$ cat config.mk
export PLATFORM = sky130hd
export DESIGN_NAME = alm_match_top
export DESIGN_NICKNAME = d
export VERILOG_FILES = /design/src/rtl/alm_pkg.sv /design/src/rtl/alm_reg_bank.sv /design/src/rtl/alm_field_cmp.sv /design/src/rtl/alm_match_top.sv
export SDC_FILE = /design/constraint.sdc
export NUM_CORES = 1
export LEC_CHECK = 0
export ABC_CLOCK_PERIOD_IN_PS = 1700
export BUFFER_PORTS_ARGS = -buffer_cell sky130_fd_sc_hd__buf_2
export CORE_UTILIZATION = 40
export DETAILED_ROUTE_END_ITERATION = 6
export PLACE_DENSITY_LB_ADDON = 0.12
export RECOVER_POWER = 100
export SETUP_SLACK_MARGIN = 0.2
export SYNTH_ARGS = -nofsm -noshare
export SYNTH_HDL_FRONTEND = slang
export SYNTH_SLANG_ARGS = --single-unit
$ cat constraint.sdc
create_clock -name clk_i -period 1.7 [get_ports clk_i]
set_input_delay 0 -clock clk_i [delete_from_list [all_inputs] [get_ports clk_i]]
set_output_delay 0 -clock clk_i [all_outputs]
set_load 0.02 [all_outputs]
$ cat src/rtl/alm_pkg.sv
package alm_pkg;
  localparam int unsigned NUM_FIELDS = 3;
  localparam int unsigned SEL_W      = $clog2(NUM_FIELDS + 1);

  typedef enum logic [SEL_W-1:0] {
    SEL_SEC  = 2'd0,
    SEL_MIN  = 2'd1,
    SEL_HOUR = 2'd2,
    SEL_NONE = 2'd3
  } alm_sel_e;
endpackage

$ cat src/rtl/alm_reg_bank.sv
module alm_reg_bank
  import alm_pkg::*;
#(
  parameter int unsigned FIELD_W = 8,
  parameter int unsigned NF      = NUM_FIELDS,
  parameter logic [FIELD_W-1:0] RST_VAL = '0
) (
  input  logic                       clk_i,
  input  logic                       rst_ni,
  input  logic                       wr_i,
  input  logic                       busy_i,
  input  logic [SEL_W-1:0]           sel_i,
  input  logic [FIELD_W-1:0]         wdata_i,
  output logic [NF-1:0][FIELD_W-1:0] regs_o
);
  logic wr_ok;
  assign wr_ok = wr_i && !busy_i;

  for (genvar g = 0; g < NF; g++) begin : g_fld
    logic [FIELD_W-1:0] q;
    always_ff @(posedge clk_i or negedge rst_ni) begin
      if (!rst_ni)                                q <= RST_VAL;
      else if (wr_ok && sel_i == SEL_W'(g))       q <= wdata_i;
    end
    assign regs_o[g] = q;
  end
endmodule

$ cat src/rtl/alm_field_cmp.sv
module alm_field_cmp #(
  parameter int unsigned FIELD_W = 8,
  parameter logic [FIELD_W-1:0] WILD = '1
) (
  input  logic [FIELD_W-1:0] alarm_i,
  input  logic [FIELD_W-1:0] cur_i,
  output logic               hit_o
);
  logic is_wild;
  logic is_eq;
  assign is_wild = (alarm_i == WILD);
  assign is_eq   = (alarm_i == cur_i);  // exact, no BCD/range awareness
  assign hit_o   = is_wild || is_eq;
endmodule

$ cat src/rtl/alm_match_top.sv
module alm_match_top
  import alm_pkg::*;
#(
  parameter int unsigned FIELD_W = 8,
  parameter logic [FIELD_W-1:0] WILD    = '1,
  parameter logic [FIELD_W-1:0] RST_VAL = '0
) (
  input  logic               clk_i,
  input  logic               rst_ni,
  input  logic               upd_busy_i,
  input  logic               upd_done_i,
  input  logic [FIELD_W-1:0] cur_sec_i,
  input  logic [FIELD_W-1:0] cur_min_i,
  input  logic [FIELD_W-1:0] cur_hour_i,
  input  logic               alm_wr_i,
  input  logic [1:0]         alm_sel_i,
  input  logic [FIELD_W-1:0] alm_wdata_i,
  output logic [FIELD_W-1:0] alm_sec_o,
  output logic [FIELD_W-1:0] alm_min_o,
  output logic [FIELD_W-1:0] alm_hour_o,
  output logic               match_o
);
  localparam int unsigned NF = NUM_FIELDS;

  logic [NF-1:0][FIELD_W-1:0] alm_q;
  logic [NF-1:0][FIELD_W-1:0] cur;
  logic [NF-1:0]              hit;

  assign cur[SEL_SEC]  = cur_sec_i;
  assign cur[SEL_MIN]  = cur_min_i;
  assign cur[SEL_HOUR] = cur_hour_i;

  alm_reg_bank #(
    .FIELD_W(FIELD_W),
    .NF     (NF),
    .RST_VAL(RST_VAL)
  ) u_regs (
    .clk_i  (clk_i),
    .rst_ni (rst_ni),
    .wr_i   (alm_wr_i),
    .busy_i (upd_busy_i),
    .sel_i  (SEL_W'(alm_sel_i)),
    .wdata_i(alm_wdata_i),
    .regs_o (alm_q)
  );

  for (genvar g = 0; g < NF; g++) begin : g_cmp
    alm_field_cmp #(
      .FIELD_W(FIELD_W),
      .WILD   (WILD)
    ) u_cmp (
      .alarm_i(alm_q[g]),
      .cur_i  (cur[g]),
      .hit_o  (hit[g])
    );
  end

  // pulse aligned with the strobe; time inputs are already post-increment
  assign match_o    = upd_done_i && (&hit);
  assign alm_sec_o  = alm_q[SEL_SEC];
  assign alm_min_o  = alm_q[SEL_MIN];
  assign alm_hour_o = alm_q[SEL_HOUR];
endmodule

# Word level (Yosys, flattened, before mapping)

Index checks and enable logic that the tools add are counted.

Flip-flop bits (word level): 24
Bits in latches: 0
RAM bits: 0
ROM bits: 0
Memories: 0

$add $sub $neg: 0
Multiply operators: 0
Div/mod/pow operators: 0
Magnitude comparators: 0
Eq/ne operators: 8
Shifts and indexed selects: 0
Mux-type cells: 0
Bitwise gates (word level): 0
Reduce and logical (&&, ||, !) cells: 11

Operator list:

| operator                                       | number |
|---|---|
| == test 8 bit                                  | 3 |
| == test 8 bit (second input constant)          | 3 |
| logical AND 1 bit                              | 5 |
| logical OR 1 bit                               | 3 |
| AND reduction 3 bit                            | 1 |
| == test 2 x 1 -> 1 bit (second input constant) | 1 |
| == test 2 bit (second input constant)          | 1 |
| zero test 2 bit                                | 1 |
| zero test 1 bit                                | 1 |

# Logic depth before layout (Yosys ltp)

Gate-level depths: netlist of the first run.

Word-level depth: 4
Depth in mapped cells: 4
Gate-level depth less buffers: 4

# Modules after synthesis

From an unflattened synthesis of the first run, not the netlist that was laid out.

Cells, all modules: 93
Area total of the unflattened synthesis: 1242.4 sq um

By module, submodules not included:

| module        | times used | cells each | area an instance (sq um) |
|---|---|---|---|
| alm_reg_bank  | 1          | 53         | 929.6 |
| alm_field_cmp | 3          | 13         | 101.3 |
| alm_match_top | 1          | 1          | 8.8 |

# Worst setup path before layout of the first run

Ideal clock, no wire load.

Kind: flip-flop to output port
From: register u_regs.g_fld[1].q[2]
To: output match_o
Arrival time: 1192 ps
Slack: 508 ps
Stages on the path, launching flop included: 5
Path buffers: 0
Path through: dfrtp_1 xnor2_1 nand4_1 o22ai_1 and4_1

Longest elaborated chain between the ends: 4
Elaborated cells on any way between the ends: 5
Those cells by class: 2 x eq/ne; 3 x reduce/logical

RTL lines:

| element                                 | line                                     | RTL |
|---|---|---|
| start, declared                         | alm_reg_bank.sv:20                       | `logic [FIELD_W-1:0] q;` |
| start signal, assigned                  | alm_reg_bank.sv:23                       | `else if (wr_ok && sel_i == SEL_W'(g)) q <= wdata_i;` |
| == test 8 bit, on equally long branches | alm_field_cmp.sv:11, alm_field_cmp.sv:12 |  |
| logical OR 1 bit (*)                    | alm_field_cmp.sv:13                      | `assign hit_o = is_wild \|\| is_eq;` |
| AND reduction 3 bit (*)                 | alm_match_top.sv:59                      | `assign match_o = upd_done_i && (&hit);` |
| logical AND 1 bit (*)                   | alm_match_top.sv:59                      |  |
| end, declared                           | alm_match_top.sv:21                      | `output logic match_o` |

Mark *: on every way between the ends. The rest lies on a longest branch, timed or not.

# Worst setup path in the final report of the first run

From: register u_regs.g_fld[0].q[5]
To: output match_o

Longest elaborated chain between the ends: 4
Elaborated cells on any way between the ends: 5
Those cells by class: 2 x eq/ne; 3 x reduce/logical

RTL lines:

| element                                 | line |
|---|---|
| start, declared                         | alm_reg_bank.sv:20 |
| start signal, assigned                  | alm_reg_bank.sv:23 |
| == test 8 bit, on equally long branches | alm_field_cmp.sv:11, alm_field_cmp.sv:12 |
| logical OR 1 bit (*)                    | alm_field_cmp.sv:13 |
| AND reduction 3 bit (*)                 | alm_match_top.sv:59 |
| logical AND 1 bit (*)                   | alm_match_top.sv:59 |

Marks and branches as above.

==> results of run 1 <==
[metal layers]
layer / global-route usage, % / vias to the layer above
li1: - / 527
met1: 27.35 / 538
met2: 37.54 / 35
met3: 2.455 / 4
met4: 8.163 / 0
met5: 0 / -
[worst max path at each step]
stage                               from       to  cells past startpoint
detailed placement  u_regs.g_fld[1].q[1]  match_o                      5
finish              u_regs.g_fld[0].q[5]  match_o                      5
global placement    u_regs.g_fld[1].q[3]  match_o                      5
CTS                 u_regs.g_fld[0].q[4]  match_o                      5
global route        u_regs.g_fld[0].q[4]  match_o                      5
floorplan           u_regs.g_fld[1].q[2]  match_o                      4
[layout make-up]
cell class / count / area share [%]
multi-input combinational: 67 / 36.64
sequential: 24 / 32.70
clock buffer: 3 / 1.224
clock inverter: 1 / 1.632
tap: 31 / 2.107
timing repair buffer: 89 / 25.70
[cell usage after synthesis, drive strengths merged]
cell type,count,area share [%]
dfrtp,24,48
mux2,24,22
xnor2,24,17
nand4,12,6.0
o22ai,3,1.5
and4bb,2,2.0
buf,2,0.81
and4,1,0.71
nor4b,1,1.9
[cell families after synthesis]
| kind of cell | count (synthesis) | synth area share, % |
|---|---|---|
| XOR/XNOR | 24 | 16.92 |
| multiplexers | 24 | 21.75 |
| flip-flops | 24 | 48.34 |
| AND/OR/NAND/NOR | 16 | 10.67 |
| AO/OA/AOI/OAI | 3 | 1.511 |
| buffers and inverters | 2 | 0.8057 |
[what timing repair did]
item	CTS	global route
endpoints found under the hold margin	48	0
setup endpoints to repair	1	1
setup buffers	14	3
gates resized for setup	8	2
pin swaps	8	6
hold buffers	9	0
[power by group]
| group | internal, mW | leakage (nW) | switching (mW) |
|---|---|---|---|
| clock | 0.238 | 0.0279 | 0.177 |
| combinational | 0.389 | 0.458 | 0.422 |
| sequential | 0.697 | 0.287 | 0.127 |
[cell usage in the layout, fill, tap and decap left out]
master	synthesis	final
sky130_fd_sc_hd__buf_4	0	8
sky130_fd_sc_hd__and4bb_2	2	2
sky130_fd_sc_hd__nand4_1	12	12
sky130_fd_sc_hd__xnor2_2	0	6
sky130_fd_sc_hd__bufinv_16	0	1
sky130_fd_sc_hd__o22ai_2	0	1
sky130_fd_sc_hd__buf_6	0	1
sky130_fd_sc_hd__clkbuf_1	0	35
sky130_fd_sc_hd__xnor2_1	24	18
sky130_fd_sc_hd__and4_1	1	1
sky130_fd_sc_hd__buf_2	2	36
sky130_fd_sc_hd__o22ai_1	3	2
sky130_fd_sc_hd__mux2_2	24	24
sky130_fd_sc_hd__dfrtp_1	24	23
sky130_fd_sc_hd__dlygate4sd3_1	0	9
sky130_fd_sc_hd__dfrtp_2	0	1
sky130_fd_sc_hd__clkbuf_4	0	3
sky130_fd_sc_hd__nor4b_2	0	1
[per-stage QoR]
| step | area (µm²) | cells |
|---|---|---|
| 3_3_place_gp | 1587 | 185 |
| 4_1_cts | 1882 | 212 |
| 2_1_floorplan | 1242 | 93 |
| 5_1_grt | 1841 | 215 |
| 6_report | 1841 | 215 |
| 3_5_place_dp | 1587 | 185 |
[critical path: stages (launching register included)]
cell and delay [ps]:
sky130_fd_sc_hd__dfrtp_1 450, sky130_fd_sc_hd__xnor2_1 170, sky130_fd_sc_hd__nand4_1 120, sky130_fd_sc_hd__o22ai_2 190, sky130_fd_sc_hd__and4_1 210, sky130_fd_sc_hd__buf_6 120
==> impl_metrics.prom, run 1 <==
# TYPE chip_impl_metric gauge
chip_impl_info{name="r2r-end",value="u_regs.g_fld[1].q[1]"} 1
chip_impl_info{name="largest-register",value="u_regs.g_fld.q"} 1
chip_impl_metric{name="largest_register_ff_count",unit=""} 24
chip_impl_metric{name="num_rows",unit=""} 19
chip_impl_metric{name="start_util",unit="%"} 43.55
chip_impl_metric{name="grt_antenna_before_repair",unit=""} 0
chip_impl_metric{name="power.density_cell_area",unit="nW/µm²"} 1114
chip_impl_metric{name="post_synth.cell_area_avg",unit="µm²"} 13.36
chip_impl_metric{name="met1Wirelength",unit="µm"} 1428
chip_impl_metric{name="die-height",unit="µm"} 57.73
chip_impl_metric{name="wl_met3",unit="µm"} 144
chip_impl_metric{name="vias_per_cell",unit=""} 5.135
chip_impl_metric{name="cts-buffers-inserted",unit=""} 3
chip_impl_info{name="hold_end",value="u_regs.g_fld[0].q[1]"} 1
chip_impl_metric{name="skew",unit="ps"} 0
chip_impl_metric{name="via_count",unit=""} 1104
chip_impl_metric{name="gr_util_all_layers",unit="%"} 21.45
chip_impl_metric{name="synth_sequential_area_ratio",unit="%"} 48.34
chip_impl_metric{name="synth_warnings",unit=""} 0
chip_impl_metric{name="timing.final.ws_setup",unit="ps"} 120.8
chip_impl_metric{name="reg2regPathDepth",unit=""} 2
chip_impl_metric{name="totalWireLength",unit="µm"} 3390
chip_impl_metric{name="grt_start_max_net_pins",unit=""} 25
chip_impl_metric{name="number_of_global_route_vias_before_repair",unit=""} 1143
chip_impl_metric{name="flip_flop_and_latch_area",unit="µm²"} 601.8
chip_impl_metric{name="vdd_ir_drop_max",unit="mV"} 0.5635
chip_impl_info{name="setup_repair_after_global_routing_missed_its_margin",value="true"} 1
chip_impl_metric{name="cellLeakagePower",unit="nW"} 0.7734
chip_impl_metric{name="largest_fanout_on_the_critical_path",unit=""} 4
chip_impl_metric{name="syn_nets",unit=""} 132
chip_impl_metric{name="detailedRoute.firstIterationViolations",unit=""} 18
chip_impl_info{name="cts-root-buf",value="sky130_fd_sc_hd__clkbuf_4"} 1
chip_impl_metric{name="max_freq",unit="MHz"} 633.2
chip_impl_metric{name="cts_max_level",unit=""} 1
chip_impl_info{name="setup.worst_path.end_class",value="output pin"} 1
chip_impl_metric{name="drive_gt1_share",unit="%"} 45.65
chip_impl_metric{name="post_placement_setup_slack",unit="ps"} 413.7
chip_impl_metric{name="die_area",unit="µm²"} 3333
chip_impl_metric{name="drt.antenna.violating_nets",unit=""} 0
chip_impl_info{name="timing.hold.worst.start",value="alm_sel_i[0]"} 1
chip_impl_metric{name="holdPathStages",unit=""} 3
chip_impl_metric{name="antennaDiodeCount",unit=""} 0
chip_impl_metric{name="ys_ff_latch",unit=""} 24
chip_impl_metric{name="netlist-cell-type-count",unit=""} 9
chip_impl_info{name="violations",value="design-rule violations"} 1
chip_impl_metric{name="finalMaxSlewViolations",unit=""} 0
chip_impl_info{name="status",value="finished with violations"} 1
chip_impl_metric{name="fillers",unit=""} 249
chip_impl_metric{name="critical_path_arrival",unit="ps"} 1580
chip_impl_info{name="cts_tree",value="yes"} 1
chip_impl_info{name="startpoint_class",value="register"} 1
chip_impl_info{name="worstSetupPathType",value="reg2out"} 1
chip_impl_metric{name="syn-cell-area",unit="µm²"} 1242
chip_impl_metric{name="clkSlewWorstSetupHoldPaths",unit="ps"} 140
chip_impl_metric{name="finalWorstPathRequiredPeriod",unit="ps"} 1579
chip_impl_metric{name="gp_routability_congestion",unit=""} 0.8023
chip_impl_metric{name="multi_input_area",unit="µm²"} 674.4
chip_impl_info{name="reg.largest.list",value="u_regs.g_fld.q x24"} 1
chip_impl_metric{name="detailroute.wirelength.met2",unit="µm"} 1779
chip_impl_metric{name="setup_slack_reg_to_reg",unit="ps"} 750
chip_impl_metric{name="drc",unit=""} 4
chip_impl_metric{name="cts_num_sinks",unit=""} 24
chip_impl_metric{name="finalSetupTns",unit="ps"} 0
chip_impl_metric{name="drt_first_pass_iters",unit=""} 6
chip_impl_metric{name="cts-root-to-sink-buffers",unit=""} 2
chip_impl_metric{name="drv.max_cap_violation_count",unit=""} 0
chip_impl_metric{name="flow.area_growth_from_synthesis",unit="%"} 48.14
chip_impl_metric{name="worst_ep_required_time",unit="ps"} 1700
chip_impl_metric{name="period_share",unit="%"} 92.90
chip_impl_metric{name="final-hold-violation-count",unit=""} 0
chip_impl_info{name="top_signal_layer_used",value="met4"} 1
chip_impl_info{name="timing.hold.worst.class",value="in2reg"} 1
chip_impl_metric{name="final-setup-viol-count",unit=""} 0
chip_impl_metric{name="avgRoutedWirePerCell",unit="µm"} 15.77
chip_impl_metric{name="placeableCoreArea",unit="µm²"} 2853
chip_impl_metric{name="grt_pass1_wl",unit="µm"} 5347
chip_impl_metric{name="buffer_ports.inserted",unit=""} 63
chip_impl_metric{name="clk_latency",unit="ps"} 310
chip_impl_metric{name="dp_hpwl",unit="µm"} 2508
chip_impl_info{name="worst_r2r_startpoint",value="u_regs.g_fld[1].q[1]"} 1
chip_impl_metric{name="tightestPinTransition",unit="ps"} 1247
chip_impl_metric{name="fin_nets",unit=""} 224
chip_impl_metric{name="synthesis.instances",unit=""} 93
chip_impl_metric{name="power",unit="mW"} 2.050
chip_impl_metric{name="utilization",unit="%"} 64.52
chip_impl_metric{name="floorplan.die.width",unit="µm"} 57.73
chip_impl_metric{name="overflow",unit=""} 0
chip_impl_metric{name="slew-limit-headroom",unit="%"} 16.84
chip_impl_metric{name="fin_hold_ws",unit="ps"} 145.3
chip_impl_metric{name="ioPinCount",unit=""} 64
Power figures use the tool's default switching activity.
==> run 2, diff against run 1 <==
--- a/config.mk
+++ b/config.mk
@@ -7,10 +7,10 @@
 export LEC_CHECK = 0
 export ABC_CLOCK_PERIOD_IN_PS = 1700
 export BUFFER_PORTS_ARGS = -buffer_cell sky130_fd_sc_hd__buf_2
-export CORE_UTILIZATION = 40
+export CORE_UTILIZATION = 30
 export DETAILED_ROUTE_END_ITERATION = 6
 export PLACE_DENSITY_LB_ADDON = 0.12
-export RECOVER_POWER = 100
+export RECOVER_POWER = 50
 export SETUP_SLACK_MARGIN = 0.2
 export SYNTH_ARGS = -nofsm -noshare
 export SYNTH_HDL_FRONTEND = slang
==> run 2 against run 1 <==
Effect of this change:
- the run ends with design-rule violations, negative hold slack left
- first-iteration DRC count up 39%
- critical path type unchanged
- wire length down 4.1%
- critical path depth unchanged
- clock power down 8.4%
- cell area down 1.8%
- non-clock buffer count down 12
- register-to-register slack better by 20 ps
- largest cell class unchanged
- critical endpoint unchanged
- setup slack better by 91 ps
==> impl_metrics.prom, run 2 (synthesis results as in run 1) <==
# TYPE chip_impl_metric gauge
chip_impl_metric{name="final-hold-violation-count",unit=""} 2
chip_impl_metric{name="num_rows",unit=""} 23
chip_impl_metric{name="overflow",unit=""} 0
chip_impl_metric{name="largest_fanout_on_the_critical_path",unit=""} 4
chip_impl_metric{name="vias_per_cell",unit=""} 4.635
chip_impl_metric{name="detailedRoute.firstIterationViolations",unit=""} 25
chip_impl_info{name="worstPathCellList",value="xnor2_2 -> nand4_1 -> o22ai_1 -> and4_1 -> buf_6"} 1
chip_impl_metric{name="finalMaxSlewViolations",unit=""} 0
chip_impl_metric{name="largest_register_ff_count",unit=""} 24
chip_impl_metric{name="buffer_ports.inserted",unit=""} 63
chip_impl_info{name="worst_r2r_startpoint",value="u_regs.g_fld[0].q[1]"} 1
chip_impl_metric{name="power.share.switching",unit="%"} 34.67
chip_impl_metric{name="power.combinational.fraction",unit="%"} 40.0
chip_impl_metric{name="start_util",unit="%"} 31.06
chip_impl_metric{name="drv.max_cap_violation_count",unit=""} 0
chip_impl_metric{name="clkSlewWorstSetupHoldPaths",unit="ps"} 80
chip_impl_metric{name="drt_first_pass_iters",unit=""} 5
chip_impl_metric{name="die-height",unit="µm"} 66.36
chip_impl_info{name="reg.largest.list",value="u_regs.g_fld.q x24"} 1
chip_impl_metric{name="drive_gt1_share",unit="%"} 61.05
chip_impl_metric{name="power",unit="mW"} 2.011
chip_impl_metric{name="vdd_ir_drop_max",unit="mV"} 0.4482
chip_impl_metric{name="via_count",unit=""} 1029
chip_impl_metric{name="gr_util_all_layers",unit="%"} 16.22
chip_impl_metric{name="power_report.internal_total",unit="mW"} 1.314
chip_impl_info{name="setup_repair_after_global_routing_missed_its_margin",value="true"} 1
chip_impl_metric{name="worst_ep_required_time",unit="ps"} 1700
chip_impl_metric{name="fin_nets",unit=""} 212
chip_impl_metric{name="totalWireLength",unit="µm"} 3252
chip_impl_info{name="timing.hold.worst.class",value="in2reg"} 1
chip_impl_info{name="cts-root-buf",value="sky130_fd_sc_hd__clkbuf_8"} 1
chip_impl_metric{name="maximum_cell_stage_delay_along_the_critical_path",unit="ps"} 440
chip_impl_info{name="layout_common_cells",value="sky130_fd_sc_hd__buf_2 (55), sky130_fd_sc_hd__mux2_2 (24), sky130_fd_sc_hd__dfrtp_1 (24)"} 1
chip_impl_metric{name="antennaDiodeCount",unit=""} 0
chip_impl_metric{name="cts_max_level",unit=""} 1
chip_impl_metric{name="floorplan.die.width",unit="µm"} 66.36
chip_impl_metric{name="max_freq",unit="MHz"} 671.9
chip_impl_metric{name="final-setup-viol-count",unit=""} 0
chip_impl_metric{name="fin_hold_ws",unit="ps"} -4.548
chip_impl_info{name="violations",value="design-rule violations, negative hold slack"} 1
chip_impl_metric{name="flow.area_growth_from_synthesis",unit="%"} 45.42
chip_impl_metric{name="clock_group_share_of_total_power",unit="%"} 18.9
chip_impl_metric{name="power_frac_seq",unit="%"} 41.0
chip_impl_metric{name="gp_routability_congestion",unit=""} 0.7990
chip_impl_metric{name="grt_start_max_net_pins",unit=""} 25
chip_impl_metric{name="critical_path_arrival",unit="ps"} 1490
chip_impl_metric{name="finalWorstPathRequiredPeriod",unit="ps"} 1488
chip_impl_info{name="r2r-end",value="u_regs.g_fld[0].q[1]"} 1
chip_impl_metric{name="tightestPinTransition",unit="ps"} 1273
chip_impl_metric{name="drc",unit=""} 2
chip_impl_metric{name="setup_slack_reg_to_reg",unit="ps"} 770
chip_impl_info{name="critical_path.endpoint",value="match_o"} 1
chip_impl_metric{name="finalSetupTns",unit="ps"} 0
chip_impl_info{name="slowest_stage",value="sky130_fd_sc_hd__dfrtp_1"} 1
chip_impl_info{name="largest-register",value="u_regs.g_fld.q"} 1
chip_impl_metric{name="netSwitchingPower",unit="mW"} 0.6973
chip_impl_metric{name="grt_antenna_before_repair",unit=""} 0
chip_impl_metric{name="fillers",unit=""} 404
chip_impl_info{name="timing.critical_path.from",value="u_regs.g_fld[1].q[4]"} 1
chip_impl_metric{name="grt_pass1_wl",unit="µm"} 5250
chip_impl_info{name="startpoint_class",value="register"} 1
chip_impl_metric{name="drt.antenna.violating_nets",unit=""} 0
chip_impl_metric{name="clk_latency",unit="ps"} 260
chip_impl_metric{name="slew-limit-headroom",unit="%"} 15.16
chip_impl_metric{name="placeableCoreArea",unit="µm²"} 4000
chip_impl_metric{name="reg2regPathDepth",unit=""} 2
chip_impl_info{name="cts_tree",value="yes"} 1
chip_impl_metric{name="cts_num_sinks",unit=""} 24
chip_impl_metric{name="cts-root-to-sink-buffers",unit=""} 2
chip_impl_metric{name="number_of_global_route_vias_before_repair",unit=""} 1104
chip_impl_info{name="layout.cells.most_common",value="sky130_fd_sc_hd__buf_2"} 1
chip_impl_metric{name="power.density_cell_area",unit="nW/µm²"} 1113
chip_impl_metric{name="ioPinCount",unit=""} 64
chip_impl_info{name="status",value="finished with violations"} 1
chip_impl_metric{name="avgRoutedWirePerCell",unit="µm"} 14.65
chip_impl_metric{name="cts-buffers-inserted",unit=""} 3
chip_impl_metric{name="cellLeakagePower",unit="nW"} 0.8065
chip_impl_info{name="worstSetupPathType",value="reg2out"} 1
chip_impl_metric{name="die_area",unit="µm²"} 4403
chip_impl_metric{name="skew",unit="ps"} 0
chip_impl_metric{name="period_share",unit="%"} 87.55
chip_impl_info{name="setup.worst_path.end_class",value="output pin"} 1
-- run 2: changes by cell type in the layout (fill, tap and decap cells not counted), sizes merged --
| cell | delta |
|---|---|
| buf | +24 |
| bufinv | -1 |
| clkbuf | -27 |
| dlygate4sd3 | -8 |
-- run 2: how the worst min path moves through the flow --
stage	start	end	slack [ps]	cells after the start
finish	alm_wdata_i[0]	u_regs.g_fld[1].q[0]	-5	2
CTS	alm_wdata_i[0]	u_regs.g_fld[2].q[0]	0.5	2
global placement	rst_ni	u_regs.g_fld[0].q[2]	20	1
global route	alm_wdata_i[7]	u_regs.g_fld[2].q[7]	0.8	2
floorplan	rst_ni	u_regs.g_fld[0].q[0]	-300	0
detailed placement	rst_ni	u_regs.g_fld[0].q[1]	20	1
-- run 2: per-layer routing --
layer | track usage, % | vias up | routed length, µm
met4 | 5.585 | 0 | 46
li1 | - | 501 | -
met3 | 3.276 | 5 | 178
met5 | 0 | - | 0
met1 | 20.28 | 493 | 1421
met2 | 27.55 | 30 | 1606
-- run 2: cell type report --
type                    count  area (µm²)  share of cell area, %
multi-input cells          67       668.1                  36.98
repair buffers             77       420.4                  23.27
well taps                  50       62.56                  3.463
clock buffers               4       55.05                  3.047
flip-flops and latches     24       600.6                  33.24
-- run 2: what timing repair did --
action	in CTS	in global routing
hold buffers	1	0
gates resized for setup	2	5
endpoints found under the hold margin	24	0
buffers inserted	13	0
setup endpoints to repair	1	1
pin swaps	11	4
-- run 2: worst max-delay path: cells and delay by family, from the launching register on --
family	cells	cell delay, ps
DFF	1	440
and+or+nand+nor	2	340
xor gates and xnor gates	1	160
AOI/OAI and AO/OA	1	160
buffers and inverters	1	120
-- run 2: through the flow --
| step | hold WS, ps | setup slack, ps | instance area, µm² | util [%] | std cells |
|---|---|---|---|---|---|
| global placement | 15.65 | 404.4 | 1610 | 40.26 | 204 |
| finish | -4.548 | 211.7 | 1807 | 45.17 | 222 |
| detailed placement | 21.44 | 401.6 | 1610 | 40.26 | 204 |
| CTS | 0.5081 | 191.6 | 1782 | 44.54 | 222 |
| global route | 0.8430 | 104.0 | 1807 | 45.17 | 222 |
| floorplan | -295.6 | 508.2 | 1242 | - | 93 |
-- run 2: power by group through the flow --
| stage | sequential [mW] | combinational [mW] | clock [mW] |
|---|---|---|---|
| floorplan | 0.994 | 0.264 | 0 |
| global placement | 0.856 | 0.661 | 0 |
| detailed placement | 0.862 | 0.665 | 0 |
| CTS | 0.818 | 0.811 | 0.396 |
| global route | 0.848 | 0.875 | 0.421 |
| finish | 0.825 | 0.805 | 0.381 |
==> run 3, diff against run 2 <==
--- a/config.mk
+++ b/config.mk
@@ -5,7 +5,8 @@
 export SDC_FILE = /design/constraint.sdc
 export NUM_CORES = 1
 export LEC_CHECK = 0
-export ABC_CLOCK_PERIOD_IN_PS = 1700
+export ABC_AREA = 1
+export ABC_CLOCK_PERIOD_IN_PS = 1450
 export BUFFER_PORTS_ARGS = -buffer_cell sky130_fd_sc_hd__buf_2
 export CORE_UTILIZATION = 30
 export DETAILED_ROUTE_END_ITERATION = 6
@@ -14,4 +15,5 @@
 export SETUP_SLACK_MARGIN = 0.2
 export SYNTH_ARGS = -nofsm -noshare
 export SYNTH_HDL_FRONTEND = slang
+export SYNTH_HIERARCHICAL = 1
 export SYNTH_SLANG_ARGS = --single-unit
==> constraint.sdc (replaced) <==
create_clock -name clk_i -period 1.45 [get_ports clk_i]
set_input_delay 0 -clock clk_i [delete_from_list [all_inputs] [get_ports clk_i]]
set_output_delay 0 -clock clk_i [all_outputs]
set_load 0.02 [all_outputs]
==> run 3 against run 2 <==
Effect of this change:
- the flow finishes with violations (negative hold slack, negative setup slack)
- combinational power decreased by 9.1%
- count of clock-buffer cells in the layout unchanged
- final cell count increased by 65%
- register-to-register slack got worse by 110 ps
- core utilization decreased by 3.8 points
- sequential power increased by 15%
- non-clock buffer count decreased by 8
- clock skew unchanged
==> impl_metrics.prom, run 3 <==
# TYPE chip_impl_metric gauge
chip_impl_metric{name="finalSetupTns",unit="ps"} -16.61
chip_impl_metric{name="vias_per_cell",unit=""} 4.262
chip_impl_info{name="startpoint_class",value="register"} 1
chip_impl_metric{name="finalMaxSlewViolations",unit=""} 0
chip_impl_info{name="setup.worst_path.end_class",value="output pin"} 1
chip_impl_metric{name="detailedRoute.firstIterationViolations",unit=""} 100
chip_impl_metric{name="buffer_ports.inserted",unit=""} 63
chip_impl_metric{name="max_freq",unit="MHz"} 681.8
chip_impl_info{name="r2r-end",value="u_regs/g_fld[1].q[7]"} 1
chip_impl_metric{name="avgRoutedWirePerCell",unit="µm"} 9.814
chip_impl_info{name="ys.flop_type",value="sky130_fd_sc_hd__dfrtp_1"} 1
chip_impl_info{name="cts-root-buf",value="sky130_fd_sc_hd__clkbuf_8"} 1
chip_impl_metric{name="drive_gt1_share",unit="%"} 26.09
chip_impl_metric{name="holdPathStages",unit=""} 3
chip_impl_metric{name="tightestPinTransition",unit="ps"} 698.7
chip_impl_info{name="timing.hold.worst.class",value="in2reg"} 1
chip_impl_metric{name="gp_routability_congestion",unit=""} 0.7487
chip_impl_metric{name="cts_max_level",unit=""} 1
chip_impl_metric{name="antennaDiodeCount",unit=""} 0
chip_impl_metric{name="post_synth.cell_area_avg",unit="µm²"} 6.728
chip_impl_metric{name="clkSlewWorstSetupHoldPaths",unit="ps"} 80
chip_impl_metric{name="synth_warnings",unit=""} 6
chip_impl_metric{name="ioPinCount",unit=""} 64
chip_impl_metric{name="via_count",unit=""} 1560
chip_impl_metric{name="slew-limit-headroom",unit="%"} 53.37
chip_impl_metric{name="drt.antenna.violating_nets",unit=""} 0
chip_impl_metric{name="drt_first_pass_iters",unit=""} 6
chip_impl_metric{name="start_util",unit="%"} 31.84
chip_impl_metric{name="floorplan.die.width",unit="µm"} 73.51
chip_impl_info{name="largest-register",value="u_regs/g_fld.q"} 1
chip_impl_metric{name="largest_fanout_on_the_critical_path",unit=""} 5
chip_impl_info{name="setup_repair_after_global_routing_missed_its_margin",value="true"} 1
chip_impl_metric{name="worst_ep_required_time",unit="ps"} 1450
chip_impl_metric{name="fin_nets",unit=""} 339
chip_impl_metric{name="final-hold-violation-count",unit=""} 1
chip_impl_metric{name="dp_hpwl",unit="µm"} 2922
chip_impl_metric{name="final-setup-viol-count",unit=""} 1
chip_impl_metric{name="vdd_ir_drop_max",unit="mV"} 0.5513
chip_impl_info{name="worst_r2r_startpoint",value="u_regs/g_fld[1].q[7]"} 1
chip_impl_metric{name="ys_ff_latch",unit=""} 24
chip_impl_metric{name="number_of_global_route_vias_before_repair",unit=""} 1355
chip_impl_metric{name="cts-root-to-sink-buffers",unit=""} 2
chip_impl_metric{name="reg2regPathDepth",unit=""} 3
chip_impl_metric{name="setup_slack_reg_to_reg",unit="ps"} 660
chip_impl_metric{name="num_rows",unit=""} 25
chip_impl_metric{name="fin_hold_ws",unit="ps"} -1.086
chip_impl_info{name="post-synth-top-area-cell",value="sky130_fd_sc_hd__dfrtp_1"} 1
chip_impl_metric{name="placeableCoreArea",unit="µm²"} 4817
chip_impl_info{name="status",value="finished with violations"} 1
chip_impl_metric{name="timing.final.ws_setup",unit="ps"} -16.61
chip_impl_metric{name="dp_cells",unit=""} 357
chip_impl_metric{name="synth_sequential_area_ratio",unit="%"} 39.15
chip_impl_metric{name="cellLeakagePower",unit="nW"} 1.186
chip_impl_metric{name="largest_register_ff_count",unit=""} 24
chip_impl_metric{name="flow.area_growth_from_synthesis",unit="%"} 30.02
chip_impl_info{name="yosys-top-cells-area",value="sky130_fd_sc_hd__dfrtp_1 (39%), sky130_fd_sc_hd__nand2_1 (28%), sky130_fd_sc_hd__inv_1 (8.1%)"} 1
chip_impl_info{name="reg.largest.list",value="u_regs/g_fld.q x24"} 1
chip_impl_metric{name="overflow",unit=""} 0
chip_impl_metric{name="netlist-cell-type-count",unit=""} 12
chip_impl_metric{name="drv.max_cap_violation_count",unit=""} 0
chip_impl_metric{name="die_area",unit="µm²"} 5403
chip_impl_metric{name="period_share",unit="%"} 101.1
chip_impl_metric{name="fin_cells",unit=""} 366
chip_impl_metric{name="syn_nets",unit=""} 267
chip_impl_metric{name="grt_start_max_net_pins",unit=""} 25
chip_impl_metric{name="postSynth.asyncResetShare",unit="%"} 100.0
chip_impl_info{name="layout.cells.most_common",value="sky130_fd_sc_hd__nand2_1"} 1
chip_impl_metric{name="grt_antenna_before_repair",unit=""} 0
chip_impl_metric{name="critical_path_arrival",unit="ps"} 1470
chip_impl_info{name="yosys.cell_count.top_type",value="sky130_fd_sc_hd__nand2_1"} 1
chip_impl_metric{name="synth.top_cell.area_share",unit="%"} 39.15
chip_impl_metric{name="clk_latency",unit="ps"} 260
chip_impl_metric{name="gr_util_all_layers",unit="%"} 14.09
chip_impl_info{name="layout_common_cells",value="sky130_fd_sc_hd__nand2_1 (116), sky130_fd_sc_hd__buf_2 (61), sky130_fd_sc_hd__inv_1 (33)"} 1
chip_impl_metric{name="synthesis.instances",unit=""} 228
chip_impl_metric{name="skew",unit="ps"} 0
chip_impl_metric{name="cts-buffers-inserted",unit=""} 3
chip_impl_metric{name="grt_pass1_wl",unit="µm"} 5865
chip_impl_info{name="worstSetupPathType",value="reg2out"} 1
chip_impl_metric{name="drc",unit=""} 0
chip_impl_metric{name="cts_num_sinks",unit=""} 24
chip_impl_metric{name="totalWireLength",unit="µm"} 3592
chip_impl_metric{name="syn-cell-area",unit="µm²"} 1534
chip_impl_metric{name="finalWorstPathRequiredPeriod",unit="ps"} 1467
chip_impl_metric{name="synth-edff-count",unit=""} 0
chip_impl_info{name="post_synth_most_frequent_cells",value="sky130_fd_sc_hd__nand2_1 (113), sky130_fd_sc_hd__inv_1 (33), sky130_fd_sc_hd__dfrtp_1 (24), sky130_fd_sc_hd__nand3_1 (24), sky130_fd_sc_hd__xnor2_1 (9)"} 1
chip_impl_info{name="violations",value="negative hold slack, negative setup slack"} 1
chip_impl_metric{name="die-height",unit="µm"} 73.51
chip_impl_info{name="hold_end",value="u_regs/g_fld[0].q[7]"} 1
chip_impl_metric{name="fillers",unit=""} 569
chip_impl_info{name="timing.hold.worst.start",value="alm_wdata_i[7]"} 1
chip_impl_metric{name="power",unit="mW"} 2.131
chip_impl_info{name="cts_tree",value="yes"} 1
chip_impl_metric{name="power.density_cell_area",unit="nW/µm²"} 1069
-- run 3: cell types whose count changed in the layout (fill, tap and decap cells not counted), moves of 7 or more --
cell                       before  now
sky130_fd_sc_hd__buf_4         13    4
sky130_fd_sc_hd__xnor2_1       20    9
sky130_fd_sc_hd__nand2_1        0  116
sky130_fd_sc_hd__inv_1          0   33
sky130_fd_sc_hd__nand3_1        0   24
sky130_fd_sc_hd__mux2_2        24    0
sky130_fd_sc_hd__clkbuf_1       7    0
-- run 3: kinds of logic (layout without fill, tap and decap cells) --
| logic type | after synthesis | in the layout | share of synthesized area, % |
|---|---|---|---|
| AND/OR/NAND/NOR | 160 | 160 | 45.68 |
| buffers and inverters | 35 | 106 | 10.03 |
| flip-flops | 24 | 24 | 39.15 |
| XOR/XNOR | 9 | 9 | 5.139 |
-- run 3: layer usage --
metal	vias up	GRT usage [%]	part of all wire (%)
met5	-	0	0
met4	0	2.564	0.39
met3	2	3.567	6.8
met2	51	23.65	45
met1	676	18.45	48
li1	831	-	-
-- run 3: cell type report --
class	instances	area [µm²]	area share (%)
Tap cell	67	83.83	4.203
Clock buffer	4	55.05	2.760
Sequential cell	24	600.6	30.11
Inverter	33	123.9	6.211
Multi-Input combinational cell	169	759.5	38.08
Timing Repair Buffer	69	371.6	18.63
-- run 3: how the worst max path moves through the flow --
stage	start	endpoint	slack (ps)	cells past startpoint
6_report	u_regs/g_fld[1].q[7]	match_o	-20	10
5_1_grt	u_regs/g_fld[1].q[7]	match_o	-160	10
4_1_cts	u_regs/g_fld[1].q[7]	match_o	-70	10
3_5_place_dp	u_regs/g_fld[1].q[6]	match_o	170	8
3_3_place_gp	u_regs/g_fld[1].q[6]	match_o	190	8
2_1_floorplan	u_regs/g_fld[0].q[3]	match_o	240	5
-- run 3: what timing repair did --
action,4_1_cts,5_1_grt
buffers inserted,1,2
endpoints found under the setup margin,1,1
hold endpoints to repair,25,0
resized for setup,3,2
pin swaps,3,1
hold buffers,2,0
-- run 3: worst max-delay path: stages (launching register included) --
cell,delay [ps]
sky130_fd_sc_hd__dfrtp_1,430
sky130_fd_sc_hd__inv_1,70
sky130_fd_sc_hd__nand2_1,40
sky130_fd_sc_hd__nand2_1,50
sky130_fd_sc_hd__nand2_1,60
sky130_fd_sc_hd__nor2_2,110
sky130_fd_sc_hd__nand2_1,50
sky130_fd_sc_hd__nand2_1,70
sky130_fd_sc_hd__nand2_1,60
sky130_fd_sc_hd__nor2_2,120
sky130_fd_sc_hd__buf_6,130
-- run 3: power by group --
part / total [mW] / internal [mW] / switching [mW]
clock network: 0.447 / 0.242 / 0.205
registers: 0.952 / 0.794 / 0.158
logic: 0.732 / 0.297 / 0.436
total: 2.13 / 1.33 / 0.799
-- run 3: through the flow --
step / cell area (µm²) / util, % / worst slack (ps)
3_3_place_gp: 1911 / 39.66 / 185.7
5_1_grt: 1994 / 41.40 / -160.3
4_1_cts: 2002 / 41.56 / -66.75
2_1_floorplan: 1534 / - / 244.6
3_5_place_dp: 1911 / 39.66 / 172.7
6_report: 1994 / 41.40 / -16.61
